`config.mk`:
```
export PLATFORM = sky130hd
export DESIGN_NAME = sm4_sbox_lanes
export DESIGN_NICKNAME = d
export VERILOG_FILES = /design/src/rtl/sm4_iso_pkg.sv /design/src/rtl/nib_lut.sv /design/src/rtl/iso_affine_map.sv /design/src/rtl/aes_fwd_sub.sv /design/src/rtl/sm4_sbox_byte.sv /design/src/rtl/sm4_sbox_lanes.sv
export SDC_FILE = /design/constraint.sdc
export NUM_CORES = 2
export LEC_CHECK = 0
export BUFFER_PORTS_ARGS = -buffer_cell sky130_fd_sc_hd__buf_4
export CELL_PAD_IN_SITES_DETAIL_PLACEMENT = 2
export CELL_PAD_IN_SITES_GLOBAL_PLACEMENT = 2
export CORE_UTILIZATION = 40
export DETAILED_ROUTE_END_ITERATION = 7
export PLACE_DENSITY = 0.89
export RECOVER_POWER = 50
export SYNTH_ARGS = -nofsm -noshare
export SYNTH_HDL_FRONTEND = slang
export SYNTH_SLANG_ARGS = --single-unit
```
`constraint.sdc`:
```
create_clock -name vclk -period 34
set_clock_uncertainty 0.1 [all_clocks]
set_input_delay 1.7 -clock vclk [all_inputs]
set_output_delay 1.7 -clock vclk [all_outputs]
set_load 0.01 [all_outputs]
```
`src/rtl/sm4_iso_pkg.sv`:
```
package sm4_iso_pkg;

   localparam int BYTE_W      = 8;
   localparam int NIB_W       = 4;
   localparam int NIB_ENTRIES = 1 << NIB_W;
   localparam int TBL_W       = NIB_ENTRIES * BYTE_W;
   localparam int FIELD_SIZE  = 1 << BYTE_W;
   localparam int ROM_W       = FIELD_SIZE * BYTE_W;

   // nibble tables, entry i at bits [8i+7:8i]
   localparam logic [TBL_W-1:0] ENTRY_LO_TBL = 128'hC7C1B4B2_22245157_9197E2E4_74720701;
   localparam logic [TBL_W-1:0] ENTRY_HI_TBL = 128'hF052B91B_F95BB012_E240AB09_EB49A200;
   localparam logic [TBL_W-1:0] EXIT_LO_TBL  = 128'hEDD14478_172BBE82_5B67F2CE_A19D0834;
   localparam logic [TBL_W-1:0] EXIT_HI_TBL  = 128'h11CDBE62_CC1063BF_AE7201DD_73AFDC00;

   typedef enum logic {MAP_ENTRY, MAP_EXIT} map_side_e;

   // product in GF(2^8) modulo x^8+x^4+x^3+x+1
   function automatic logic [BYTE_W-1:0] gf_mul(input logic [BYTE_W-1:0] a,
                                                input logic [BYTE_W-1:0] b);
      logic [BYTE_W-1:0] acc;
      logic [BYTE_W-1:0] run;
      acc = '0;
      run = a;
      for (int i = 0; i < BYTE_W; i++) begin
         if (b[i]) acc = acc ^ run;
         run = {run[BYTE_W-2:0], 1'b0} ^ (run[BYTE_W-1] ? 8'h1B : 8'h00);
      end
      return acc;
   endfunction

   // inverse as a^254 by repeated squaring; zero maps to zero
   function automatic logic [BYTE_W-1:0] gf_inv(input logic [BYTE_W-1:0] a);
      logic [BYTE_W-1:0] sq;
      logic [BYTE_W-1:0] prod;
      sq   = a;
      prod = 8'h01;
      for (int i = 1; i < BYTE_W; i++) begin
         sq   = gf_mul(sq, sq);
         prod = gf_mul(prod, sq);
      end
      return prod;
   endfunction

   function automatic logic [BYTE_W-1:0] rotl8(input logic [BYTE_W-1:0] v, input int n);
      return (v << n) | (v >> (BYTE_W - n));
   endfunction

   function automatic logic [BYTE_W-1:0] aes_affine(input logic [BYTE_W-1:0] b);
      return b ^ rotl8(b, 1) ^ rotl8(b, 2) ^ rotl8(b, 3) ^ rotl8(b, 4) ^ 8'h63;
   endfunction

   function automatic logic [BYTE_W-1:0] aes_sub(input logic [BYTE_W-1:0] b);
      return aes_affine(gf_inv(b));
   endfunction

   function automatic logic [ROM_W-1:0] build_aes_rom();
      logic [ROM_W-1:0] rom;
      rom = '0;
      for (int i = 0; i < FIELD_SIZE; i++) rom[i*BYTE_W +: BYTE_W] = aes_sub(i[BYTE_W-1:0]);
      return rom;
   endfunction

endpackage

```
`src/rtl/nib_lut.sv`:
```
module nib_lut #(
   parameter int NIB_W = 4,
   parameter int OUT_W = 8,
   parameter logic [(1<<NIB_W)*OUT_W-1:0] TABLE = '0
) (
   input  logic [NIB_W-1:0] idx,
   output logic [OUT_W-1:0] val
);
   localparam int ENTRIES = 1 << NIB_W;

   logic [OUT_W-1:0] entry [ENTRIES];

   generate
      for (genvar e = 0; e < ENTRIES; e++) begin : g_entry
         assign entry[e] = TABLE[e*OUT_W +: OUT_W];
      end
   endgenerate

   assign val = entry[idx];
endmodule

```
`src/rtl/iso_affine_map.sv`:
```
module iso_affine_map
   import sm4_iso_pkg::*;
#(
   parameter map_side_e SIDE = MAP_ENTRY
) (
   input  logic [BYTE_W-1:0] map_in,
   output logic [BYTE_W-1:0] map_out
);
   localparam logic [TBL_W-1:0] LO_T = (SIDE == MAP_ENTRY) ? ENTRY_LO_TBL : EXIT_LO_TBL;
   localparam logic [TBL_W-1:0] HI_T = (SIDE == MAP_ENTRY) ? ENTRY_HI_TBL : EXIT_HI_TBL;
   localparam logic [BYTE_W-1:0] ZERO_IMAGE = LO_T[BYTE_W-1:0] ^ HI_T[BYTE_W-1:0];

   logic [BYTE_W-1:0] lo_part;
   logic [BYTE_W-1:0] hi_part;

   nib_lut #(.NIB_W(NIB_W), .OUT_W(BYTE_W), .TABLE(LO_T)) i_lo_lut (
      .idx (map_in[NIB_W-1:0]),
      .val (lo_part)
   );

   nib_lut #(.NIB_W(NIB_W), .OUT_W(BYTE_W), .TABLE(HI_T)) i_hi_lut (
      .idx (map_in[BYTE_W-1:NIB_W]),
      .val (hi_part)
   );

   assign map_out = lo_part ^ hi_part;

   // the map is a bijection, so only a zero input may land on the image of zero
   always_comb begin


      affine_bijective_chk: assert (map_in == '0 || map_out != ZERO_IMAGE)
         else $error("affine map collides with image of zero");
   end
endmodule

```
`src/rtl/aes_fwd_sub.sv`:
```
module aes_fwd_sub
   import sm4_iso_pkg::*;
#(
   parameter bit USE_ROM = 1'b0
) (
   input  logic [BYTE_W-1:0] sub_in,
   output logic [BYTE_W-1:0] sub_out
);
   generate
      if (USE_ROM) begin : g_rom
         localparam logic [ROM_W-1:0] ROM = build_aes_rom();
         assign sub_out = ROM[sub_in*BYTE_W +: BYTE_W];
      end else begin : g_calc
         logic [BYTE_W-1:0] inv_v;
         assign inv_v   = gf_inv(sub_in);
         assign sub_out = aes_affine(inv_v);
         always_comb begin

            field_inverse_chk: assert ((sub_in == '0) ? (inv_v == '0) : (gf_mul(sub_in, inv_v) == 8'h01))
               else $error("field inverse wrong for %h", sub_in);
         end
      end
   endgenerate

   always_comb begin

      no_fixed_point_chk: assert (sub_out != sub_in)
         else $error("substitution fixed point at %h", sub_in);

      no_anti_fixed_point_chk: assert (sub_out != ~sub_in)
         else $error("substitution anti-fixed point at %h", sub_in);
   end
endmodule

```
`src/rtl/sm4_sbox_byte.sv`:
```
module sm4_sbox_byte
   import sm4_iso_pkg::*;
#(
   parameter bit USE_ROM = 1'b0
) (
   input  logic [BYTE_W-1:0] byte_in,
   output logic [BYTE_W-1:0] byte_out
);
   logic [BYTE_W-1:0] aes_dom;
   logic [BYTE_W-1:0] aes_img;

   iso_affine_map #(.SIDE(MAP_ENTRY)) i_entry_map (
      .map_in  (byte_in),
      .map_out (aes_dom)
   );

   aes_fwd_sub #(.USE_ROM(USE_ROM)) i_aes_sub (
      .sub_in  (aes_dom),
      .sub_out (aes_img)
   );

   iso_affine_map #(.SIDE(MAP_EXIT)) i_exit_map (
      .map_in  (aes_img),
      .map_out (byte_out)
   );
endmodule

```
`src/rtl/sm4_sbox_lanes.sv`:
```
module sm4_sbox_lanes
   import sm4_iso_pkg::*;
#(
   parameter int LANES   = 4,
   parameter bit USE_ROM = 1'b0
) (
   input  logic [LANES*8-1:0] word_in,
   output logic [LANES*8-1:0] word_out
);
   localparam int WORD_W = LANES * BYTE_W;

   generate
      if (LANES < 1) begin : g_bad_lanes
         $error("LANES must be at least one");
      end
      if (BYTE_W != 8) begin : g_bad_byte
         $error("lane width must be eight bits");
      end
      for (genvar k = 0; k < LANES; k++) begin : g_lane
         sm4_sbox_byte #(.USE_ROM(USE_ROM)) i_sbox (
            .byte_in  (word_in[k*BYTE_W +: BYTE_W]),
            .byte_out (word_out[k*BYTE_W +: BYTE_W])
         );
      end
   endgenerate

   logic [WORD_W-1:0] unused_w;
   assign unused_w = '0;
endmodule

```
After elaboration in Yosys (flattened, before gate mapping)
Memory sizes are Yosys's and may differ from the RTL's.
Index checks and enable logic that the tools add are counted.
{ "totals": {"romBits": 2048, "input_bits": 32, "register_bits": 0, "out_inout_bits": 32, "mem_count": 16} }
{ "classes": {"order_cmp": 16, "n_mux": 844, "bitwise": 816} }
{ "mem_list": {"columns": ["name", "words", "width", "rd", "rd_ports_with_merged_regs", "write_ports", "line", "text"], "rows": [
  ["(no name shown)", 16, 8, 1, 0, 0, "nib_lut.sv:19", "assign val = entry[idx];"],
  ["(no name shown)", 16, 8, 1, 0, 0, "nib_lut.sv:19", null],
  ["(no name shown)", 16, 8, 1, 0, 0, "nib_lut.sv:19", null],
  ["(no name shown)", 16, 8, 1, 0, 0, "nib_lut.sv:19", null],
  ["(no name shown)", 16, 8, 1, 0, 0, "nib_lut.sv:19", null],
  ["(no name shown)", 16, 8, 1, 0, 0, "nib_lut.sv:19", null],
  ["10 more memories", null, null, null, null, null, null, null]
]} }
{ "op_table": {"columns": ["op", "count"], "rows": [
  ["two-way mux 8 bit", 452],
  ["XOR 8 bit", 388],
  ["XOR 8 x 5 -> 8 bit", 364],
  ["two-way mux 5 bit", 368],
  [">= comparator 5 bit (second input constant)", 16],
  ["inverter 4 -> 5 bit", 16],
  ["bitwise OR 8 x 1 -> 8 bit", 4],
  ["bitwise OR 8 x 2 -> 8 bit", 4],
  ["bitwise OR 8 x 3 -> 8 bit", 4],
  ["bitwise OR 8 x 4 -> 8 bit", 4],
  ["two-way mux 7 bit", 4],
  ["inverter 1 bit (first input constant)", 28],
  ["two-way mux 6 bit", 4],
  ["two-way mux 4 bit", 4],
  ["inverter 4 bit", 4],
  ["two-way mux 3 bit", 4],
  ["two-way mux 2 bit", 4],
  ["two-way mux 1 bit", 4]
]} }

Longest topological paths before layout
{ "depth": {"depth_word": 143, "depth_mapped": 71, "mapped_depth_nobuf": 58} }

Cells and area by module
A second synthesis with hierarchy kept.
{ "unflattened": {"hier_cells": 8035, "hier_area_um2": 63071.7} }
{ "modules_own_cells": {"columns": ["module", "n_inst", "area_per_inst_um2", "cells_per_inst", "seq_area_each_um2"], "rows": [
  ["aes_fwd_sub", 4, 15220.8, 1942, 0.0],
  ["nib_lut (g_lane[1].i_sbox.i_entry_map.i_lo_lut ...)", 6, 120.1, 15, 0.0],
  ["iso_affine_map", 8, 70.1, 8, 0.0],
  ["nib_lut (g_lane[1].i_sbox.i_exit_map.i_lo_lut ...)", 3, 92.6, 10, 0.0],
  ["nib_lut (g_lane[0].i_sbox.i_entry_map.i_hi_lut ...)", 4, 66.3, 9, 0.0],
  ["nib_lut (g_lane[0].i_sbox.i_exit_map.i_hi_lut)", 1, 142.6, 19, 0.0],
  ["nib_lut (g_lane[0].i_sbox.i_entry_map.i_lo_lut)", 1, 133.9, 18, 0.0],
  ["nib_lut (g_lane[0].i_sbox.i_exit_map.i_lo_lut)", 1, 87.6, 10, 0.0]
]} }

Least setup slack after synthesis
OpenSTA, ideal clock, no wires.
{ "synth_timing": {"path_type": "input port to output port", "from": "input word_in[29]", "to": "output word_out[24]", "cell_stages": 63, "t_required_ns": 32.200, "t_arrival_ns": 16.936, "path_slack_ns": 15.264, "cell_sequence": "buf_4 xnor2_2 inv_1 buf_2 ha_1 inv_1 ha_1 clkbuf_1 nand2_1 xor2_1 xnor2_1 inv_2 clkbuf_1 ha_1 clkbuf_1 nand2_1 xor2_1 xnor2_1 [... 27 more ...] xnor2_2 xor2_1 a22o_1 a211oi_1 xnor3_1 xor2_2 xnor3_2 nor2_1 xnor2_1 xnor3_1 xnor2_1 xnor2_1 inv_1 xnor2_1 ha_1 nor2_1 xor2_1 xnor3_1"} }
{ "synth_between": {"elab_chain_cells": 140} }
{ "synth_rtl": {"columns": ["element", "line", "text"], "rows": [
  ["from (decl)", "sm4_sbox_lanes.sv:7", "input logic [LANES*8-1:0] word_in,"],
  ["inverter 4 -> 5 bit (implied by the code) (*)", "nib_lut.sv:19", null],
  ["memory (16 x 8 bit) (*)", null, null],
  ["two-way mux 8 bit (implied by the code) (*) (2 in series)", "nib_lut.sv:19", null],
  ["XOR 8 bit (*)", "iso_affine_map.sv:26", "assign map_out = lo_part ^ hi_part;"],
  ["two-way mux 5 bit, or another cell as far along", "sm4_iso_pkg.sv:27", "run = {run[BYTE_W-2:0], 1'b0} ^ (run[BYTE_W-1] ? 8'h1B : 8'h00);"],
  ["XOR 8 x 5 -> 8 bit / XOR 8 bit (equally long branches)", "sm4_iso_pkg.sv:27, sm4_iso_pkg.sv:26", null],
  ["XOR 8 bit / two-way mux 8 bit (equally long branches)", "sm4_iso_pkg.sv:26", "if (b[i]) acc = acc ^ run;"],
  ["two-way mux 8 bit / XOR 8 bit (equally long branches)", "sm4_iso_pkg.sv:26", null],
  ["[... 120 more ...]", null, null],
  ["bitwise OR 8 x 1 -> 8 bit", "sm4_iso_pkg.sv:46", "return (v << n) | (v >> (BYTE_W - n));"],
  ["XOR 8 bit (3 in series)", "sm4_iso_pkg.sv:50", "return b ^ rotl8(b, 1) ^ rotl8(b, 2) ^ rotl8(b, 3) ^ rotl8(b, 4) ^ 8'h63;"],
  ["XOR 8 bit (*)", "sm4_iso_pkg.sv:50", null],
  ["inverter 4 bit (no line)", null, null],
  ["inverter 4 -> 5 bit (implied by the code)", "nib_lut.sv:19", null],
  ["memory (16 x 8 bit)", null, null],
  ["two-way mux 8 bit (implied by the code) (2 in series)", "nib_lut.sv:19", null],
  ["XOR 8 bit (*)", "iso_affine_map.sv:26", null],
  ["to (decl)", "sm4_sbox_lanes.sv:8", "output logic [LANES*8-1:0] word_out"]
]} }
Every way passes the cells marked *; elsewhere a longest branch is shown, timed or not. The select of a mux whose other input is x is not followed.

Worst setup path after layout
Ends and elaborated chain as after synthesis.

==> metrics.yaml <==
io_pins: 64
grt_max_degree: 51
gp_congestion: 0.889
hold_buffers: 0
critPathMaxStageDelay_ns: 1.08
cp_max_fo: 35
port-buffer-count: 64
drv_slew: 17
initialDrtViolationCount: 3855
status: "finished with violations"
setup_viol_count_final: 0
via_count: 59300
firstDrtPassIters: 7
seq_cell_count: 0
register_area_um2: 0
ys_warn_count: 0
multiInputGateArea_mm2: 0.0570
worst_path_most_repeated_cell: "xnor3_1"
die-area_mm2: 0.150
seq_area_frac_synth: 0
yosys-top-cells-area: "xnor2_1 23%, xnor3_1 15%, nor2_1 7.1%, xor2_1 6.8%, nand2_1 4.9%"
fmax_ghz: 0.0395
ys_types: 126
required_ns: 32.20
synthesis.area_mm2: 0.0594
synth_top_cell_by_area: "xnor2_1"
core-area_mm2: 0.148
die_h_um: 387
areaGrowthSynthToFinish_pct: 4.62
cp-end-kind: "primary output"
fin_crit_ns: 25.29
grt_pass1_wl_mm: 379
relSlewSlack: -0.192
grt_pass1_vias: 65800
fin_crit_sh: 0.744
synth_common_cells: "1527 x xnor2_1, 1117 x nor2_1, 773 x nand2_1"
drt-total-wl_mm: 241
rows: 141
drv_cap: 1
n_clock_buffer: 0
synth_nets: 7955
yosysMostFrequentCell: "xnor2_1"
failed_checks: "capacitance limit, slew limit"
antenna_found_initial: 0
rsz0062_at_grt: "no"
die_x_um: 387
hpwlAfterDp_mm: 184
syn_avg_cell_area_um2: 7.53
hold_violations: 0
fill_cells: 17200
crit_type: "in2out"
post_cts_buffers: 0
worst_slew_pin_slew_ns: 1.78
gr-total-overflow: 0
crit_slowest_cell: "xor2_1"
synthCells: 7887
start_util: 0.402
track_usage: 0.307
yosysTopAreaCellShare: 0.225
worstHoldPathType: "in2out"
setup_tns_ns: 0
ant_nets: 0
wl_per_cell_um: 25.1
postCtsResizedCells: 0
drc: 0
nets: 7722
arrival_ns: 23.49
crit_path_start_kind: "input pin"
hold_slack_ns: 6.21
layout-drive-gt1-share: 0.0873
vias_per_cell: 6.19
[through the flow]
stage | cell area [µm²] | cells | util | worst slack, ns
4_1_cts | 62300 | 9582 | 0.422 | 10.21
3_3_place_gp | 62300 | 9582 | 0.422 | 11.40
5_1_grt | 62200 | 9582 | 0.421 | 7.65
2_1_floorplan | 59400 | 7887 | - | 15.26
6_report | 62200 | 9583 | 0.421 | 8.71
3_5_place_dp | 62300 | 9582 | 0.422 | 10.31
[cells by family (layout without fill, tap and decap cells)]
kind of cell / count (synthesis) / after routing / synth area share
xor+xnor: 2602 / 2602 / 0.520
fa+ha+maj: 42 / 42 / 0.00859
compound gates: 1581 / 1581 / 0.173
buf+inv: 651 / 416 / 0.0470
other cells: 0 / 1 / 0
mux: 266 / 266 / 0.0470
simple gates: 2745 / 2745 / 0.204
[placed cells by master, fill, tap and decap left out, types with 25 or more instances in the layout]
cell type,instances
a31oi_1,64
xnor3_2,37
nor4_1,25
o21a_1,31
o221ai_1,31
and2_1,43
and3_1,48
o21ai_1,29
a22oi_1,61
nor3_1,224
mux2i_1,227
a211oi_1,90
a21oi_1,432
a221oi_1,32
xor2_1,443
xnor2_1,1490
nand2_1,773
o22ai_1,95
or2_2,27
nand3_1,196
ha_1,36
or3_1,45
xor2_2,35
xnor3_1,384
nor2b_1,60
o31ai_1,25
mux2_2,28
nand2b_1,67
o211ai_1,54
buf_4,308
inv_1,86
o21ai_0,343
nor2_1,1117
xnor2_2,119
xor3_1,58
[cell type report]
cell class | count | area share
antenna | 1 | 0.0000403
inverter | 107 | 0.00646
multi-input combinational | 7236 | 0.917
tap | 1930 | 0.0388
timing repair buffer | 309 | 0.0373
[final timing paths]
path                    start           end  slack (ns)  cells after the start
setup / recovery  word_in[29]  word_out[24]        8.71                     57
hold / removal    word_in[22]  word_out[20]        6.21                     15
[worst max-delay path, delay by kind of cell]
kind            cells  cell delay (ns)
fa+ha+maj           3             1.11
buf+inv             9             3.33
mux                 2             0.48
simple gates        8             2.33
compound gates      7             2.28
xor+xnor           28            12.18
[routing by layer]
metal  wire, µm  part of all wire  up-vias  GRT usage
met3       8270             0.034      525     0.0172
met4       7850             0.033        0      0.106
met1     101000              0.42    30400      0.378
met5          0                 0        -          0
li1           -                 -    26800          -
met2     123000              0.51     1614      0.561
Power is not shown: default switching activity piles up to over one toggle a cycle in this logic, so the estimate is an artifact.
